### config.mk
export PLATFORM = sky130hd
export DESIGN_NAME = word_split_unit
export DESIGN_NICKNAME = d
export VERILOG_FILES = /design/src/rtl/wsplit_pkg.sv /design/src/rtl/wsplit_ctrl.sv /design/src/rtl/wsplit_plan.sv /design/src/rtl/wsplit_lane_dec.sv /design/src/rtl/word_split_unit.sv
export SDC_FILE = /design/constraint.sdc
export NUM_CORES = 1
export LEC_CHECK = 0
export BUFFER_PORTS_ARGS = -buffer_cell sky130_fd_sc_hd__buf_4
export CORE_ASPECT_RATIO = 1.75
export CORE_MARGIN = 2
export CORE_UTILIZATION = 54
export CTS_CLUSTER_DIAMETER = 80
export DETAILED_ROUTE_END_ITERATION = 7
export GPL_TIMING_DRIVEN = 0
export PLACE_DENSITY = 0.94
export SLEW_MARGIN = 15
export SYNTH_ARGS = -nofsm -noshare
export SYNTH_HDL_FRONTEND = slang
export SYNTH_HIERARCHICAL = 1
export SYNTH_SLANG_ARGS = --single-unit
### constraint.sdc
create_clock -name clk -period 7.6 [get_ports clk]
set_input_delay 1.14 -clock clk [delete_from_list [all_inputs] [get_ports clk]]
set_output_delay 1.14 -clock clk [all_outputs]
set_load 0.01 [all_outputs]
### src/rtl/wsplit_pkg.sv
package wsplit_pkg;
  typedef enum logic [1:0] {
    PH_IDLE   = 2'd0,
    PH_FIRST  = 2'd1,
    PH_SECOND = 2'd2
  } phase_e;
endpackage

### src/rtl/wsplit_ctrl.sv
module wsplit_ctrl
  import wsplit_pkg::*;
(
  input  logic   clk,
  input  logic   rst_n,
  input  logic   req_valid,
  input  logic   beat_ack,
  input  logic   split,
  output logic   take,
  output phase_e phase
);
  phase_e phase_d;

  assign take = (phase == PH_IDLE) && req_valid;

  always_comb begin
    phase_d = phase;
    case (phase)
      PH_IDLE:   if (req_valid) phase_d = PH_FIRST;
      PH_FIRST:  if (beat_ack) phase_d = split ? PH_SECOND : PH_IDLE;
      PH_SECOND: if (beat_ack) phase_d = PH_IDLE;
      default:   phase_d = PH_IDLE;
    endcase
  end

  always_ff @(posedge clk or negedge rst_n) begin
    if (!rst_n) phase <= PH_IDLE;
    else        phase <= phase_d;
  end
endmodule

### src/rtl/wsplit_plan.sv
module wsplit_plan #(
  parameter int ADDR_W     = 32,
  parameter int WORD_BYTES = 4,
  localparam int OFF_W     = $clog2(WORD_BYTES),
  localparam int SZ_W      = OFF_W + 1
) (
  input  logic [ADDR_W-1:0] base_addr,
  input  logic              second,
  output logic              split,
  output logic              last,
  output logic [ADDR_W-1:0] out_addr,
  output logic [SZ_W-1:0]   out_size
);
  logic [OFF_W-1:0]  off;
  logic [ADDR_W-1:0] next_word;

  assign off       = base_addr[OFF_W-1:0];
  assign split     = (off != '0);
  assign next_word = {base_addr[ADDR_W-1:OFF_W] + 1'b1, {OFF_W{1'b0}}};

  always_comb begin
    if (second) begin
      out_addr = next_word;
      out_size = SZ_W'(off);
    end else begin
      out_addr = base_addr;
      out_size = SZ_W'(WORD_BYTES) - SZ_W'(off);
    end
  end

  assign last = second || !split;
endmodule

### src/rtl/wsplit_lane_dec.sv
module wsplit_lane_dec #(
  parameter int BUS_BYTES  = 8,
  parameter int WORD_BYTES = 4,
  localparam int LIDX_W    = $clog2(BUS_BYTES),
  localparam int SZ_W      = $clog2(WORD_BYTES) + 1,
  localparam int CW        = LIDX_W + SZ_W + 1
) (
  input  logic [LIDX_W-1:0]    lo,
  input  logic [SZ_W-1:0]      size,
  output logic [BUS_BYTES-1:0] lanes
);
  logic [CW-1:0] lo_x;
  logic [CW-1:0] hi_x;

  assign lo_x = CW'(lo);
  assign hi_x = lo_x + CW'(size);

  for (genvar i = 0; i < BUS_BYTES; i++) begin : g_lane
    assign lanes[i] = (CW'(i) >= lo_x) && (CW'(i) < hi_x);
  end
endmodule

### src/rtl/word_split_unit.sv
module word_split_unit
  import wsplit_pkg::*;
#(
  parameter int ADDR_W     = 32,
  parameter int BUS_BYTES  = 8,
  parameter int WORD_BYTES = 4
) (
  input  logic                          clk,
  input  logic                          rst_n,
  input  logic                          req_valid,
  output logic                          req_ready,
  input  logic [ADDR_W-1:0]             req_addr,
  output logic                          beat_valid,
  input  logic                          beat_ack,
  output logic [ADDR_W-1:0]             beat_addr,
  output logic [$clog2(WORD_BYTES):0]   beat_size,
  output logic [BUS_BYTES-1:0]          beat_lanes,
  output logic                          beat_last
);
  localparam int LIDX_W = $clog2(BUS_BYTES);

  phase_e            phase;
  logic              take;
  logic              split;
  logic [ADDR_W-1:0] addr_q;

  always_ff @(posedge clk or negedge rst_n) begin
    if (!rst_n)    addr_q <= '0;
    else if (take) addr_q <= req_addr;
  end

  wsplit_ctrl u_ctrl (
    .clk       (clk),
    .rst_n     (rst_n),
    .req_valid (req_valid),
    .beat_ack  (beat_ack),
    .split     (split),
    .take      (take),
    .phase     (phase)
  );

  wsplit_plan #(
    .ADDR_W     (ADDR_W),
    .WORD_BYTES (WORD_BYTES)
  ) u_plan (
    .base_addr (addr_q),
    .second    (phase == PH_SECOND),
    .split     (split),
    .last      (beat_last),
    .out_addr  (beat_addr),
    .out_size  (beat_size)
  );

  wsplit_lane_dec #(
    .BUS_BYTES  (BUS_BYTES),
    .WORD_BYTES (WORD_BYTES)
  ) u_lanes (
    .lo    (beat_addr[LIDX_W-1:0]),
    .size  (beat_size),
    .lanes (beat_lanes)
  );

  assign req_ready  = (phase == PH_IDLE);
  assign beat_valid = (phase != PH_IDLE);
endmodule

* After elaboration in Yosys (flattened, before gate mapping) *
Cells that the tools add are included.

cells by class
  $add $sub $neg = 3
  $lt $le $gt $ge = 16
  equal/unequal tests = 5
  muxes and demuxes = 7
  reduce and logical (&&, ||, !) cells = 15

operators by type and width
  operator                 number
  $mux W32                 1
  $add A30 B1 Y30 const B  1
  $lt A3 B7 Y1 const A     4
  $lt A1 B7 Y1 const A     2
  $lt A2 B7 Y1 const A     2
  $ge A3 B3 Y1 const A     4
  $logic_and A1 B1 Y1      9
  $mux W2                  4
  $ge A1 B3 Y1 const A     2
  $ge A2 B3 Y1 const A     2
  $ne A2 B2 Y1 const B     3
  $pmux W2 S3              1
  $add A3 B3 Y4            1
  $reduce_bool A2 Y1       2
  $mux W3                  1
  $reduce_and A3 Y1        1
  $sub A3 B2 Y3 const A    1
  $eq A2 B1 Y1 const B     1
  $eq A2 B2 Y1 const B     1
  $logic_not A2 Y1         1
  $logic_not A1 Y1         1
  $logic_or A1 B1 Y1       1

storage, ports and cells
  register bits = 34
  bits of input ports = 36
  output and inout port bits = 46
  logic and storage cells = 48

* Logic depth before layout (Yosys ltp) *
Gate-level depths: netlist (run 1).

  depth in word-level cells = 5
  gate-level depth with buffers = 8
  gate-level depth less buffers = 8

* Modules after synthesis *
Netlist (run 1), hierarchy kept.

by module, submodules not included
  module           times used  cells each  area an instance (µm²)  seq. area each (µm²)
  word_split_unit  1           71          1,361.3                 800.8
  wsplit_plan      1           95          679.4                   0.0
  wsplit_lane_dec  1           26          216.5                   0.0
  wsplit_ctrl      1           9           96.3                    50.0

* Worst setup path after synthesis (run 1) *
No wires, ideal clock.

  kind = reg-to-output
  start = reg u_ctrl.phase[1]
  end = out beat_lanes[1]
  data arrival time = 2.415 ns
  setup slack = 4.045 ns
  cell stages (with the launch flop) = 8
  buffers on the path = 1
  cell sequence = dfrtp_1 nor2b_1 buf_2 xor2_1 ha_1 or3_1 o31ai_2 a211oi_1

on the way
  longest elaborated chain between the ends = 5
  elaborated cells between the ends (all ways) = 7
  classes of those cells = add/sub (1); order compare (2); eq/ne (1); mux (2); reduce/logical (1)

RTL lines
  item                    RTL line               RTL
  from (decl)             wsplit_ctrl.sv:10      output phase_e phase
  from (signal assigned)  wsplit_ctrl.sv:28      else phase <= phase_d;
  $eq A2 B2 Y1 *          word_split_unit.sv:47  .second (phase == PH_SECOND),
  $mux W32 *              wsplit_plan.sv:22      if (second) begin
  net beat_addr[2]        word_split_unit.sv:15  output logic [ADDR_W-1:0] beat_addr,
  $add A3 B3 Y4           wsplit_lane_dec.sv:16  assign hi_x = lo_x + CW'(size);
  $lt A1 B7 Y1            wsplit_lane_dec.sv:19  assign lanes[i] = (CW'(i) >= lo_x) && (CW'(i) < hi_x);
  $logic_and A1 B1 Y1 *   wsplit_lane_dec.sv:19
  to (decl)               word_split_unit.sv:17  output logic [BUS_BYTES-1:0] beat_lanes,

Mark *: on every way through the listed nets, which the timed path passes. The rest lies on a longest branch.

* Worst setup path in the final report (run 1) *
  start = reg u_ctrl.phase[1]
  end = out beat_lanes[1]

on the way
  longest elaborated chain between the ends = 5
  elaborated cells between the ends (all ways) = 7
  classes of those cells = add/sub (1); order compare (2); eq/ne (1); mux (2); reduce/logical (1)

RTL lines
  item                                        RTL line
  $eq A2 B2 Y1 *                              word_split_unit.sv:47
  $mux W32 / $mux W3 (equally long branches)  wsplit_plan.sv:22
  $add A3 B3 Y4                               wsplit_lane_dec.sv:16
  $lt A1 B7 Y1                                wsplit_lane_dec.sv:19
  $logic_and A1 B1 Y1 *                       wsplit_lane_dec.sv:19

Every way passes the cells marked *; elsewhere a longest branch is shown, timed or not.

==> metrics, run 1 <==
Detail Placement HPWL=4400 µm; WHS=0.519 ns; Yosys top cell by area=dfrtp_1; I/O pin cnt=82; Core Footprint=4150 µm²; synth-to-layout area growth=31.7%; Crit Path Category=flip-flop to output pin; reg2reg start=u_ctrl/phase[0]; ys async rst share=100%; Post-CTS Resized=0; Hold Fails Final Rpt=0; Final min period=4.27 ns; Post-Syn Instances=201; Netlist Area Pre-Place=between 2000 and 2500 µm²; Synth cell types=42; Placement Setup Slack=between 3 and 4 ns; CP arrival=around 3.1 ns; top cell type's share of synthesized area=36.2%; total power=between 1.5 and 2 mW; clock slew at reported path FFs=0.06 ns; die width=53.9 µm; Post-synth EDFFs=0; # setup viols final=0; Final Routed Wirelength=between 5000 and 6000 µm; final core occ=74.7%; critical path endpoint category=output pin; via count=1910; initial antenna violation count=0; ranking of synthesized cells by area=dfrtp_1, mux2_4, xnor2_1, nand4_1, ha_1; Initial DRC Count=40; # DRC=0; worst hold path startpoint=u_ctrl/phase[1]; Post-Syn Nets=roughly 240; row count=31; Inserted Clock Buffers=5; internal power=approximately 0.95 mW; Max Root-Sink Buffers=2; Detail Route Antenna Nets=0; pin count of the biggest net entering global routing=35; vias in the first global route=1948; Reg2Reg Setup Slack=between 6 and 7 ns; Fmax achieved=234 MHz; worst slew pin tran=0.762 ns; crit path launch type=flip-flop; Seq/Total Area, Yosys=between 30% and 40%; hold_buf cts=0; Fillers=between 300 and 400; Post-CTS Setup Inserts=0; GR Overflow Total=0; GPL Wtd Cong=about 0.74; Clock power frac=under 10%; All-Layer GR Usage=about a quarter; worst-skew pair later-pin latency=slightly below 0.3 ns; share of post-route cells with drive strength above 1=48.1%; Sink Count=34; Yosys reg bits=34; I/O Buffers=approximately 80; Vert. Die Dim=~91 µm; first-pass GRT wire length=~9000 µm; Critical Path RT=6.46 ns; Tcrit/Tclk final=between 50% and 60%; part of the power in combinational logic=about two thirds; Total Negative Setup Slacks=0 ns; RSZ-0062 raised after global routing=no; relative slew slack=about half; Yosys Warn Count=6; P_sw=0.716 mW; H-tree levels=2; outcome=complete, no violations; worst vdd ir=0.586 mV; leakage dissipation=roughly 1.5 nW; crit path from=u_ctrl/phase[1]; Post-synth top cells=dfrtp_1, mux2_4, xnor2_1; power share of the sequential group=between 20% and 30%; Final WS setup=~3.3 ns; hold crit path type=flip-flop to flip-flop; Root Buffer=clkbuf_8; DR pass1 iterations=4; Final Slew Violations=0; CP Max Fanout=10; Layout Nets=approximately 330; Power Density=around 540 nW/µm²; vias per inst=between 5 and 6; wire per inst=16.6 µm; Final Skew=0.00429 ns; most frequent cell after synthesis=dfrtp_1; Syn Area/Cell=around 12 µm²; Sw Ratio=a little over two fifths; Die ar.=approximately 4900 µm²; primary flip-flop cell chosen by synthesis mapping=dfrtp_1; initial core utilization=a little under three fifths; n_diodes=0; max cap viols=0; CTS tree=done
[final timing paths]
kind / depth (start not counted) / to
setup / recovery: 8 / beat_lanes[1]
hold / removal: 1 / u_ctrl/phase[0]
setup reg to reg: 5 / addr_q[11]
hold reg to reg: 1 / u_ctrl/phase[0]
max in group asynchronous: 1 / addr_q[29]
min in group asynchronous: 1 / addr_q[8]
[routing by layer]
| metal | routed length, µm | part of all wire [%] | track usage [%] |
|---|---|---|---|
| met5 | 0 | 0 | 0 |
| met1 | 1930 | 34 | 26.2 |
| met3 | 336 | 6.0 | 4.61 |
| met2 | 3230 | 58 | 46.0 |
| met4 | 116 | 2.1 | 10.0 |
[power groups by stage]
stage               clock (mW)  combinational (mW)  sequential, mW
floorplan                    0               0.723           0.376
global placement             0                1.09           0.403
detailed placement           0                1.12           0.411
CTS                      0.128                1.12           0.408
global route             0.136                1.21           0.426
finish                   0.125                1.13           0.408
[per-stage QoR]
| step | area [µm²] | std cells |
|---|---|---|
| finish | 3100 | 338 |
| global placement | 3020 | 331 |
| detailed placement | 3020 | 331 |
| global route | 3100 | 338 |
| floorplan | 2350 | 201 |
| CTS | 3100 | 338 |
[cells in the final DEF (no fill, tap or decap), drive strengths merged, types with 2 or more instances in the layout]
cell    count
a211oi      2
a21oi       3
and3        4
buf        87
clkbuf      7
dfrtp      34
ha          5
inv         6
mux2       34
nand2      10
nand2b      2
nand3      13
nand4      14
nor2       14
nor3        2
nor4        5
o21ai       3
or2         2
xnor2      22
xor2        8
[flip-flops by register name, indices dropped and copies added (netlist names)]
name / count
addr_q: 32
u_ctrl/phase: 2
[area by class of cell]
class	count	area [µm²]	area share, %
multi-input combinational	155	1400	45.1
sequential	34	851	27.5
timing repair buffer	81	608	19.6
buffer	6	83.8	2.70
clock buffer	7	76.3	2.46
tap	49	61.3	1.98
inverter	6	22.5	0.727
[worst max-delay path, cell delays in order (launching register included)]
cell and delay (ns):
dfrtp_1 0.44, nor2b_1 0.23, buf_2 0.25, xor2_1 0.64
ha_1 0.43, or3_1 0.41, o31ai_2 0.11, a211oi_1 0.13
buf_4 0.19
[cell families (layout without fill, tap and decap cells)]
| kind of cell | after synthesis | after routing | synth area share, % |
|---|---|---|---|
| mux | 34 | 34 | 21.1 |
| xor+xnor | 30 | 30 | 11.5 |
| fa+ha+maj | 6 | 6 | 3.51 |
| compound gates | 15 | 15 | 5.21 |
| flops | 34 | 34 | 36.2 |
| simple gates | 70 | 70 | 18.1 |
| buf+inv | 12 | 100 | 4.52 |
(Power assumes the default switching activity.)
==> inputs of run 2 (changes only) <==
- CORE_UTILIZATION: 54 -> 46
- PLACE_DENSITY: 0.94 -> 0.86
- clock period: 7.6 -> 3.9 ns (I/O delays scaled with it)
==> metrics, run 2 (synthesis gave the netlist of run 1 again) <==
row count=34 (+9.7%); DR pass1 iterations=5 (+1); part of the power in combinational logic=67.8% (about the same); Die ar.=5730 µm² (+16%); # setup viols final=0 (unchanged); crit path launch type=flip-flop; Layout Cells excl Fill=343 (+1.5%); Final min period=between 3 and 4 ns; Hold Fails Final Rpt=0 (unchanged); synth-to-layout area growth=32.4%; relative slew slack=52.7% (+3.6 points); hold crit path type=input pin to asynchronous set/reset pin; most common cell after layout, fill and taps aside=buf_4; initial core utilization=47.7% (-9.0 points); wire per inst=16.2 µm (-2.5%); Layout Nets=331 (unchanged); cell breakdown of the critical path=nor2b_1 -> buf_2 -> nor2_1 -> ha_1 -> fa_1 -> a211oi_1 -> a221oi_2 -> buf_4; dpl cells=336 (+1.5%); Inserted Clock Buffers=5 (unchanged); leakage dissipation=1.46 nW (+0.42%); outcome=complete, no violations; CTS tree=done; initial antenna violation count=0 (unchanged); pin count of the biggest net entering global routing=35 (unchanged); I/O pin cnt=82 (unchanged); largest registers=addr_q (32), u_ctrl/phase (2); max cap viols=0 (unchanged); share of post-route cells with drive strength above 1=49.1% (+1.0 points); worst slew pin tran=0.707 ns (-0.0547 ns); internal power=1.84 mW (+95%); # DRC=0 (unchanged); CP Max Fanout=10 (unchanged); Core Footprint=4930 µm² (+19%); WHS=0.249 ns (-0.270 ns); Total Negative Setup Slacks=0 ns (unchanged); H-tree levels=2 (unchanged); CP max-delay cell=fa_1; most frequent cells in the layout=buf_4, dfrtp_1, mux2_4; Clock power frac=7.6% (about the same); Power Density=1040 nW/µm² (+94%); vias in the first global route=1980 (+1.6%); GPL Wtd Cong=0.862 (+16%); All-Layer GR Usage=20.3% (-4.8 points); clock slew at reported path FFs=0.07 ns (about the same); power share of the sequential group=24.6% (about the same); Detail Placement HPWL=4260 µm (-3.1%); die width=58.1 µm (+7.7%); first-pass GRT wire length=9090 µm (-0.22%); Crit path max-delay family=adder cells; CP max stage delay=0.52 ns (-0.12 ns); Critical Path RT=3.31 ns (-3.15 ns); RSZ-0062 raised after global routing=no; worst vdd ir=0.866 mV (+48%); Crit Path Category=flip-flop to output pin; P_sw=1.40 mW (+95%); Final Skew=0.00261 ns (-0.00168 ns); Max Root-Sink Buffers=2 (unchanged); Initial DRC Count=70 (+75%); Final Routed Wirelength=5560 µm (-1.1%); critical path endpoint category=output pin; CP arrival=2.93 ns (-0.20 ns); Detail Route Antenna Nets=0 (unchanged); Tcrit/Tclk final=roughly nine tenths; vias per inst=5.52 (-2.4%); max FFs per register=32 (unchanged); Fmax achieved=284 MHz; via count=1892 (-0.94%); largest reg by FF count=addr_q; Sink Count=34 (unchanged); Root Buffer=clkbuf_8; I/O Buffers=81 (unchanged); final core occ=63.1% (-12 points); Final Slew Violations=0 (unchanged); n_diodes=0 (unchanged); Vert. Die Dim=98.6 µm (+8.0%); CP bufs+invs=2 (unchanged); GR Overflow Total=0 (unchanged); worst-skew pair later-pin latency=0.29 ns (about the same); Sw Ratio=43.2% (+0.059 points)
run 2: cell count changes in the layout (fill, tap and decap cells not counted):
cell      change
xor2_2        +1
clkbuf_1      -2
clkinv_2      +2
xor2_1        -1
run 2: per-layer routing:
layer	vias up	global-route usage (%)	share of wire (%)
met4	0	11.4	4.3
li1	894	-	-
met3	18	3.54	5.8
met5	-	0	0
met1	901	21.5	35
met2	79	36.5	54
run 2: worst paths after layout:
path	from	to	slack [ns]	depth (start not counted)
worst min-delay path	rst_n	addr_q[9]	0.25	1
worst max register to register	u_ctrl/phase[0]	addr_q[23]	2.39	5
worst max-delay path	u_ctrl/phase[1]	beat_lanes[2]	0.38	8
min in group clk	beat_ack	u_ctrl/phase[1]	0.50	2
max in group asynchronous	rst_n	addr_q[27]	3.33	1
worst min register to register	u_ctrl/phase[1]	u_ctrl/phase[0]	0.52	1
run 2: cell type report:
class	count	area, µm²
multi-input cells	155	1400
clock inverters	2	10.0
plain buffers	6	83.8
repair buffers	81	608
clock buffers	5	68.8
fillers	419	1820
inverters	6	22.5
flip-flops and latches	34	851
well taps	54	67.6
run 2: repair_timing:
item	4_1_cts	5_1_grt
buffers inserted	0	0
hold buffers	0	0
setup endpoints to repair	0	1
gates resized for setup	0	1
run 2: through the flow:
| step | power, mW | setup WS [ns] | area [µm²] |
|---|---|---|---|
| floorplan | 2.14 | 0.900 | 2350 |
| global placement | 2.91 | 0.586 | 3030 |
| detailed placement | 2.98 | 0.575 | 3030 |
| CTS | 3.24 | 0.252 | 3110 |
| global route | 3.47 | 0.143 | 3120 |
| finish | 3.23 | 0.380 | 3120 |
run 2: power by group through the flow:
stage          combinational (mW)  clock, mW  sequential (mW)
3_3_place_gp                 2.12          0            0.787
6_report                     2.19      0.246            0.797
3_5_place_dp                 2.18          0            0.804
2_1_floorplan                1.41          0            0.732
4_1_cts                      2.19      0.249            0.800
5_1_grt                      2.36      0.268            0.839
==> inputs of run 3 (changes only) <==
- ABC_AREA: not set -> 1
- CORE_UTILIZATION: 46 -> 47
==> metrics, run 3 <==
Syn Area/Cell=6.70 µm² (-43%); initial antenna violation count=0 (unchanged); first-pass GRT wire length=11000 µm (+21%); WHS=0.234 ns (-0.0149 ns); hold_buf cts=0 (unchanged); vias per inst=4.79 (-13%); CP Max Fanout=10 (unchanged); Netlist Area Pre-Place=2630 µm² (+12%); worst-skew pair later-pin latency=0.29 ns (about the same); Post-synth top cells=nand2_1, inv_1, nor2_1; hold crit path type=input pin to asynchronous set/reset pin; clock slew at reported path FFs=0.07 ns (about the same); pin count of the biggest net entering global routing=35 (unchanged); dpl cells=549 (+63%); worst slew pin tran=0.513 ns (-0.194 ns); crit path launch type=flip-flop; RR Endpoint=addr_q[1]; die width=60.5 µm (+4.2%); share of post-route cells with drive strength above 1=25.8% (-23 points); Adder-Cell Fraction of Synth Area=3.15% (-0.36 points); Layout Nets=522 (+58%); worst vdd ir=0.461 mV (-47%); ranking of synthesized cells by area=dfrtp_1, nand2_1, inv_1, nor2_1, xor2_1; max FFs per register=32 (unchanged); final instance area=3430 µm² (+10%); RSZ-0062 raised after global routing=no; CP max-delay cell=fa_1; I/O Buffers=81 (unchanged); n_diodes=0 (unchanged); leakage dissipation=1.93 nW (+33%); I/O pin cnt=82 (unchanged); Yosys reg bits=34 (unchanged); CP max stage delay=0.59 ns (+0.07 ns); H-tree levels=2 (unchanged); Power Density=917 nW/µm² (-12%); largest family of logic cells by synthesized area=simple AND/OR/NAND/NOR gates; Critical Path RT=3.31 ns (about the same); synth-to-layout area growth=30.8%; outcome=complete, no violations; primary flip-flop cell chosen by synthesis mapping=dfrtp_1; Detail Route Antenna Nets=0 (unchanged); GR Overflow Total=0 (unchanged); CTS tree=done; Sink Count=34 (unchanged); Hold Fails Final Rpt=0 (unchanged); # DRC=0 (unchanged); Reg2Reg Setup Slack=2.63 ns (+0.24 ns); Fillers=548 (+31%); Worst R2R Path Depth=8 (+3); ys async rst share=100% (unchanged); Post-CTS Setup Inserts=0 (unchanged); Root Buffer=clkbuf_8; DR pass1 iterations=4 (-1); Yosys Warn Count=6 (unchanged); wire per inst=12.2 µm (-24%); cell breakdown of the critical path=inv_1 -> nor2_1 -> buf_6 -> inv_4 -> o21ai_0 -> fa_1 -> nor2_1 -> nand3_1 -> nand2_1 -> inv_1 -> buf_4; Initial DRC Count=116 (+66%); Final Routed Wirelength=6820 µm (+23%); initial core utilization=47.8% (+0.076 points); Vert. Die Dim=103 µm (+4.3%); Post-Syn Instances=392 (+95%); GPL Wtd Cong=0.944 (+9.5%); Placed Area=3330 µm² (+9.9%); max cap viols=0 (unchanged); reg2reg start=u_ctrl/phase[1]; Synth cell types=29 (-31%); vias in the first global route=2585 (+31%); row count=36 (+5.9%); Inserted Clock Buffers=5 (unchanged); Final Skew=0.0127 ns (+0.0101 ns); Max Root-Sink Buffers=2 (unchanged); largest reg by FF count=addr_q; Placement Setup Slack=0.976 ns (+0.402 ns); relative slew slack=65.7% (+13 points); Layout Cells excl Fill=557 (+62%); Post-synth EDFFs=0 (unchanged); Final Slew Violations=0 (unchanged); via count=2668 (+41%); Post-Syn Nets=434 (+79%); critical path endpoint category=output pin; most frequent cell after synthesis=nand2_1; largest registers=addr_q (32), u_ctrl/phase (2); total power=3.15 mW (-2.6%); Tcrit/Tclk final=84.1% (-6.2 points); XOR/XNOR Fraction of Synth Area=6.01% (-5.5 points); final core occ=62.5% (-0.63 points); All-Layer GR Usage=23.6% (+3.3 points); post-synthesis mux area share=0% (-21 points); Yosys top cell by area=dfrtp_1; Die ar.=6220 µm² (+8.7%); top cell type's share of synthesized area=32.4% (-3.7 points); Final min period=3.28 ns (-0.241 ns); Crit Path Category=flip-flop to output pin; Total Negative Setup Slacks=0 ns (unchanged); most common cell after layout, fill and taps aside=nand2_1; compound-cell area share of the yosys netlist=2.53% (-2.7 points); Core Footprint=5500 µm² (+11%); Detail Placement HPWL=5460 µm (+28%); simple logic cell fraction of the synthesized area=44.2% (+26 points); Post-CTS Resized=0 (unchanged); CP arrival=2.69 ns (-0.24 ns); Seq/Total Area, Yosys=32.4% (-3.7 points); Final WS setup=0.621 ns (+0.241 ns); most frequent cells in the layout=nand2_1, buf_4, inv_1; # setup viols final=0 (unchanged); Fmax achieved=305 MHz (+7.3%)
run 3: area by class of cell:
type,count,area [µm²],share of cell area [%]
Buffer,9,114,3.32
Inverter,49,194,5.65
Clock buffer,7,76.3,2.22
Timing Repair Buffer,81,608,17.7
Clock inverter,1,30.0,0.874
Tap cell,76,95.1,2.77
Multi-Input combinational cell,300,1470,42.7
Sequential cell,34,851,24.8
run 3: worst max-delay path, delay by kind of cell (launching register included):
family / cells / cell delay, ns
adders and majority gates: 1 / 0.59
DFF: 1 / 0.42
and+or+nand+nor: 4 / 0.46
AOI/OAI and AO/OA: 1 / 0.42
buffers and inverters: 5 / 0.50
run 3: worst max-delay path by stage:
stage                    start             to  cells past startpoint
4_1_cts        u_ctrl/phase[1]  beat_lanes[4]                     10
6_report       u_ctrl/phase[1]  beat_lanes[0]                     11
3_3_place_gp   u_ctrl/phase[1]  beat_lanes[4]                     10
3_5_place_dp   u_ctrl/phase[1]  beat_lanes[4]                     10
2_1_floorplan  u_ctrl/phase[1]  beat_lanes[4]                      9
5_1_grt        u_ctrl/phase[1]  beat_lanes[0]                     11
run 3: layer usage:
layer  track usage, %  share of wire (%)
met5                0                  0
met4             10.9                3.0
met3             2.89                4.1
met2             47.2                 57
met1             22.5                 36
run 3: logic make-up after synthesis:
logic type | count (synthesis)
simple gates | 265
buf+inv | 58
fa+ha+maj | 6
compound gates | 11
flops | 34
xor+xnor | 18
run 3: power breakdown:
group	leakage [nW]	internal, mW	switching, mW
logic	1.46	0.935	1.14
registers	0.420	0.523	0.233
clock network	0.0524	0.191	0.128
